`config.mk`:
```
export PLATFORM = sky130hd
export DESIGN_NAME = seq_shift_mul
export DESIGN_NICKNAME = d
export VERILOG_FILES = /design/src/rtl/smul_pkg.sv /design/src/rtl/smul_ctrl.sv /design/src/rtl/smul_adder.sv /design/src/rtl/smul_datapath.sv /design/src/rtl/seq_shift_mul.sv
export SDC_FILE = /design/constraint.sdc
export NUM_CORES = 1
export LEC_CHECK = 0
export CAP_MARGIN = 0
export CORE_MARGIN = 2
export CORE_UTILIZATION = 30
export CTS_CLUSTER_SIZE = 10
export DETAILED_ROUTE_END_ITERATION = 8
export DONT_BUFFER_PORTS = 1
export PLACE_DENSITY = 0.49
export SLEW_MARGIN = 20
export SYNTH_ARGS = -nofsm -noshare
export SYNTH_HDL_FRONTEND = slang
export SYNTH_SLANG_ARGS = --single-unit
export TNS_END_PERCENT = 1
```
`constraint.sdc`:
```
create_clock -name clk -period 6.6 [get_ports clk]
set_input_delay 0.33 -clock clk [delete_from_list [all_inputs] [get_ports clk]]
set_output_delay 0.33 -clock clk [all_outputs]
set_load 0.01 [all_outputs]
```
`src/rtl/smul_pkg.sv`:
```
package smul_pkg;
  typedef enum logic {
    SM_IDLE = 1'b0,
    SM_RUN  = 1'b1
  } smul_state_e;
endpackage

```
`src/rtl/smul_ctrl.sv`:
```
module smul_ctrl
  import smul_pkg::*;
#(
  parameter int ITER = 32
) (
  input  logic clk,
  input  logic rst,
  input  logic in_valid,
  output logic in_ready,
  output logic load,
  output logic step,
  output logic busy,
  output logic done
);
  localparam int CW = (ITER > 1) ? $clog2(ITER) : 1;
  localparam logic [CW-1:0] LAST_IDX = CW'(ITER - 1);

  smul_state_e state_q;
  logic [CW-1:0] iter_q;
  logic          done_q;
  logic          final_step;

  assign busy       = (state_q == SM_RUN);
  assign in_ready   = !busy;
  assign load       = in_ready && in_valid;
  assign step       = busy;
  assign final_step = busy && (iter_q == LAST_IDX);
  assign done       = done_q;

  always_ff @(posedge clk) begin
    if (rst) begin
      state_q <= SM_IDLE;
      iter_q  <= '0;
      done_q  <= 1'b0;
    end else begin
      done_q <= 1'b0;
      unique case (state_q)
        SM_IDLE: begin
          if (in_valid) begin
            state_q <= SM_RUN;
            iter_q  <= '0;
          end
        end
        SM_RUN: begin
          iter_q <= iter_q + 1'b1;
          if (final_step) begin
            state_q <= SM_IDLE;
            done_q  <= 1'b1;
          end
        end
        default: state_q <= SM_IDLE;
      endcase
    end
  end

  // done never lasts longer than one cycle
  assert_done_single_R6: assert property (@(posedge clk) disable iff (rst)
    done |=> !done);

  // done only follows a running multiply and comes with busy low
  assert_done_after_run_R6: assert property (@(posedge clk) disable iff (rst)
    done |-> (!busy && $past(busy)));

  // a request offered mid-run does not restart or end the run
  assert_busy_ignores_R2: assert property (@(posedge clk) disable iff (rst)
    (busy && in_valid && !final_step) |=> (busy && iter_q == $past(iter_q) + 1'b1));
endmodule

```
`src/rtl/smul_adder.sv`:
```
module smul_adder #(
  parameter int W = 32
) (
  input  logic [W-1:0] acc,
  input  logic [W-1:0] addend,
  input  logic         enable,
  output logic [W-1:0] sum,
  output logic         carry
);
  logic [W-1:0] gated;

  assign gated        = enable ? addend : '0;
  assign {carry, sum} = {1'b0, acc} + {1'b0, gated};
endmodule

```
`src/rtl/smul_datapath.sv`:
```
module smul_datapath #(
  parameter int A_W = 32,
  parameter int B_W = 32
) (
  input  logic               clk,
  input  logic               rst,
  input  logic               load,
  input  logic               step,
  input  logic [A_W-1:0]     a_in,
  input  logic [B_W-1:0]     b_in,
  output logic [A_W+B_W-1:0] prod
);
  localparam int P_W = A_W + B_W;

  logic [A_W-1:0] mcand_q;
  logic [P_W-1:0] prod_q;
  logic [A_W-1:0] upper_sum;
  logic           upper_carry;

  smul_adder #(.W(A_W)) u_add (
    .acc    (prod_q[P_W-1:B_W]),
    .addend (mcand_q),
    .enable (prod_q[0]),
    .sum    (upper_sum),
    .carry  (upper_carry)
  );

  always_ff @(posedge clk) begin
    if (rst) begin
      mcand_q <= '0;
      prod_q  <= '0;
    end else if (load) begin
      mcand_q <= a_in;
      prod_q  <= {{A_W{1'b0}}, b_in};
    end else if (step) begin
      prod_q <= {upper_carry, upper_sum, prod_q[B_W-1:1]};
    end
  end

  assign prod = prod_q;

  // load image is zero upper half over the multiplier
  assert_load_image_R3: assert property (@(posedge clk) disable iff (rst)
    load |=> (prod == {{A_W{1'b0}}, $past(b_in)}));

  // multiplicand is untouched while iterating
  assert_mcand_held_R4: assert property (@(posedge clk) disable iff (rst)
    (step && !load) |=> $stable(mcand_q));

  // idle register holds its value
  assert_idle_hold_R7: assert property (@(posedge clk) disable iff (rst)
    (!load && !step) |=> $stable(prod_q));
endmodule

```
`src/rtl/seq_shift_mul.sv`:
```
module seq_shift_mul #(
  parameter int A_W = 32,
  parameter int B_W = 32
) (
  input  logic               clk,
  input  logic               rst,
  input  logic               in_valid,
  output logic               in_ready,
  input  logic [A_W-1:0]     in_mcand,
  input  logic [B_W-1:0]     in_mplier,
  output logic               busy,
  output logic               done,
  output logic [A_W+B_W-1:0] product
);
  localparam int P_W = A_W + B_W;
  localparam int KW  = $clog2(B_W + 2);

  logic load, step;

  smul_ctrl #(.ITER(B_W)) u_ctrl (
    .clk      (clk),
    .rst      (rst),
    .in_valid (in_valid),
    .in_ready (in_ready),
    .load     (load),
    .step     (step),
    .busy     (busy),
    .done     (done)
  );

  smul_datapath #(.A_W(A_W), .B_W(B_W)) u_dp (
    .clk  (clk),
    .rst  (rst),
    .load (load),
    .step (step),
    .a_in (in_mcand),
    .b_in (in_mplier),
    .prod (product)
  );

  // Checker state: captured operands and iteration clocks since accept
  logic [A_W-1:0] chk_a;
  logic [B_W-1:0] chk_b;
  logic [KW-1:0]  chk_clks;

  always_ff @(posedge clk) begin
    if (rst) begin
      chk_a    <= '0;
      chk_b    <= '0;
      chk_clks <= '0;
    end else if (in_valid && in_ready) begin
      chk_a    <= in_mcand;
      chk_b    <= in_mplier;
      chk_clks <= '0;
    end else if (busy) begin
      chk_clks <= chk_clks + 1'b1;
    end
  end

  // done arrives after exactly B_W iteration clocks
  assert_latency_R5: assert property (@(posedge clk) disable iff (rst)
    done |-> (chk_clks == KW'(B_W)));

  // final value is the exact full-width product
  assert_exact_product_R4: assert property (@(posedge clk) disable iff (rst)
    done |-> (product == P_W'(chk_a) * P_W'(chk_b)));

  // ready is withheld for the whole run
  assert_ready_low_R2: assert property (@(posedge clk) disable iff (rst)
    busy |-> !in_ready);
endmodule

```
==> results.toml <==
[placed_design]
place_area_sq_um = 6080
dp_cells = 964
dpl.hpwl_um = 11700
pre_cts_ws_ns = 3.36
globalplace.congestion = 0.859
io_buffers = 0

[routing]
drt_pass1_iterations = 4
final_antenna_net_count = 0
wl_um = 16200
drtIter0Drc = 202
drc = 0
num_vias = 4909
via_per_inst = 5.01
drt-wirelength-per-cell_um = 16.5

[floorplan]
num_rows = 51
die_w_um = 144
io_pins = 134
design.die.area_sq_um = 20900
die_height_um = 144
start_util_pct = 30.5
core_area_sq_um = 19400

[critical_path]
worstSetupPathType = "register to register"
crit_arrival_ns = 3.46
end_kind = "register"
path_buf_inv = 1
timing.critical_path.fanout_max = 33
slowest_delay_ns = 0.41
crit_required_ns = 6.81
path_cells = "buf_4 > and2_1 > ha_1 > fa_1 > a21o_1 > a311oi_2 > o31ai_4 > a21bo_2 > a21oi_4 > a31oi_2 > a311oi_1 > nor4_1"
cpMaxStageDelayCell = "fa_1"
critical_path.top_delay_family = "compound AO/OA/AOI/OAI gates"
worstSetupStartpointType = "register"

[layout]
fin_cells = 980
final_common_cell = "nor2_1"
drive_above_1_share_pct = 5.03
antennaDiodeCount = 0
stdcell_area_sq_um = 6370
layout.nets = 812
final_cell_mix = "nor2_1 (108), a21oi_1 (104), dfxtp_1 (102), nand2_1 (96), mux2i_1 (48)"
area_growth_pct = 7.66

[timing]
fin_crit_ns = 3.24
max_slew_margin_pct = 33.2
tightest_slew_ns = 0.998
setup_tns_ns = 0
fmax_ghz = 0.308
fin_skew_ns = 0.00868
period_share_pct = 49.1
setup_violations = 0
worst_slack_ns = 3.36
rsz0062_at_grt = "false"
finalMaxSlewViolations = 0
hold_violations = 0

[clock_network]
cts.clk_slew.worst_paths_ns = 0.07
cts_hold_buf = 0
cts.path.max_buffers = 2
numCtsBuffers = 9
clk_latency_ns = 0.35
clock-sinks = 103
cts_tree = "yes"
cts_root_buf = "clkbuf_16"
ctsResizeCount = 0
htree_levels = 3
postCtsSetupRepairBufs = 0

[pwr]
powerDensity_nw_per_um2 = 209
p_sw_mw = 0.353
p_leak_nw = 2.55
clkPwrFrac_pct = 39.4
switching_share_pct = 26.5
vdd_drop_max_v = 0.000114
pwr-share-seq_pct = 51.3
combinationalPowerShare_pct = 9.3
p_int_mw = 0.977

[synthesis]
synth-seq-cells = 103
synth_top_area_share_pct = 34.9
syn_nets = 846
synth.distinct_cells = 67
ys_seq_area_share_pct = 34.9
yosysWarnings = 0
synthTopCellsByArea = "dfxtp_1 (35%), a21oi_1 (8.8%), mux2i_1 (8.1%)"
synth_top_area_cell = "dfxtp_1"
synth_edf_count = 0
synthArstFlopShare_pct = 0
synthCells = 744
syn_area_sq_um = 5920
ys.flop_type = "dfxtp_1"
syn_avg_cell_area_sq_um = 7.95

[global_route]
antenna_found_initial = 0
grt_pass1_vias = 4677
gr-total-overflow = 0
grt_pass1_wl_um = 25600
track_usage_pct = 15.8
grt_max_degree = 91

[job]
max_cap_viol_count = 0

[hold_path]
hold_class = "primary input to register"

[run_status]
outcome = "complete, no violations"
## registers in the layout, indices dropped and copies added, names as in the netlist
register and count:
u_ctrl.done 1, u_dp.mcand_q 32, u_ctrl.iter_q 5, u_ctrl.busy 1
u_dp.prod 64
## synthesized netlist by cell type (4+ instances only)
library cell and number:
a211oi_1 5, a21o_1 8, a21oi_1 104, a31oi_1 5, and2_1 35, and3_1 4
buf_1 5, buf_4 4, clkbuf_1 38, dfxtp_1 103, ha_1 34, inv_1 8
mux2i_1 48, nand2_1 96, nand2b_1 4, nand3_1 7, nand4_1 6, nor2_1 108
nor2b_1 6, nor3_1 7, nor3b_1 4, o21ai_0 20, xnor2_1 16, xor2_1 9
## cells by family (layout without fill, tap and decap cells)
group | count (synthesis) | in the layout | synth area share, %
mux | 49 | 49 | 8.31
xor+xnor | 25 | 25 | 3.70
fa+ha+maj | 35 | 35 | 7.53
compound gates | 186 | 186 | 19.7
simple gates | 289 | 289 | 22.0
flops | 103 | 103 | 34.9
buf+inv | 57 | 28 | 3.91
## per-stage QoR
stage / hold slack, ns / utilization, % / power, mW
after floorplan: 0.432 / - / 0.800
after global placement: 0.409 / 31.4 / 0.822
after detailed placement: 0.411 / 31.4 / 0.823
after CTS: 0.0224 / 32.8 / 1.36
after global routing: 0.0169 / 32.8 / 1.40
final: 0.0383 / 32.8 / 1.33
## final timing paths
check	startpoint	end	slack [ns]	depth (start not counted)
worst max register to register	u_dp.prod[0]	u_dp.prod[63]	3.36	12
worst max-delay path	u_dp.prod[0]	u_dp.prod[63]	3.36	12
worst min-delay path	rst	u_dp.prod[18]	0.04	1
worst min register to register	u_dp.mcand_q[30]	u_dp.mcand_q[30]	0.45	2
## area by class of cell
| class | instances | area [sq um] |
|---|---|---|
| Inverter | 8 | 30.0 |
| Sequential cell | 103 | 2070 |
| Clock buffer | 13 | 260 |
| Fill cell | 2151 | 13000 |
| Clock inverter | 3 | 26.3 |
| Tap cell | 265 | 332 |
| Timing Repair Buffer | 4 | 30.0 |
| Multi-Input combinational cell | 584 | 3620 |
## layer usage
metal  vias to the layer above  track usage (%)  wire length [um]
met3                        12             5.96              1270
met4                         0             3.88               227
li1                       2521                -                 -
met5                         -                0                 0
met1                      2241             21.0              7560
met2                       135             24.3              7110
## power by group through the flow
stage	Combinational, mW	Sequential (mW)	Clock (mW)
4_1_cts	0.127	0.682	0.549
5_1_grt	0.144	0.686	0.570
6_report	0.124	0.681	0.524
2_1_floorplan	0.114	0.686	0
3_5_place_dp	0.126	0.696	0
3_3_place_gp	0.125	0.697	0
No activity file was read; power rests on OpenSTA's default activity.
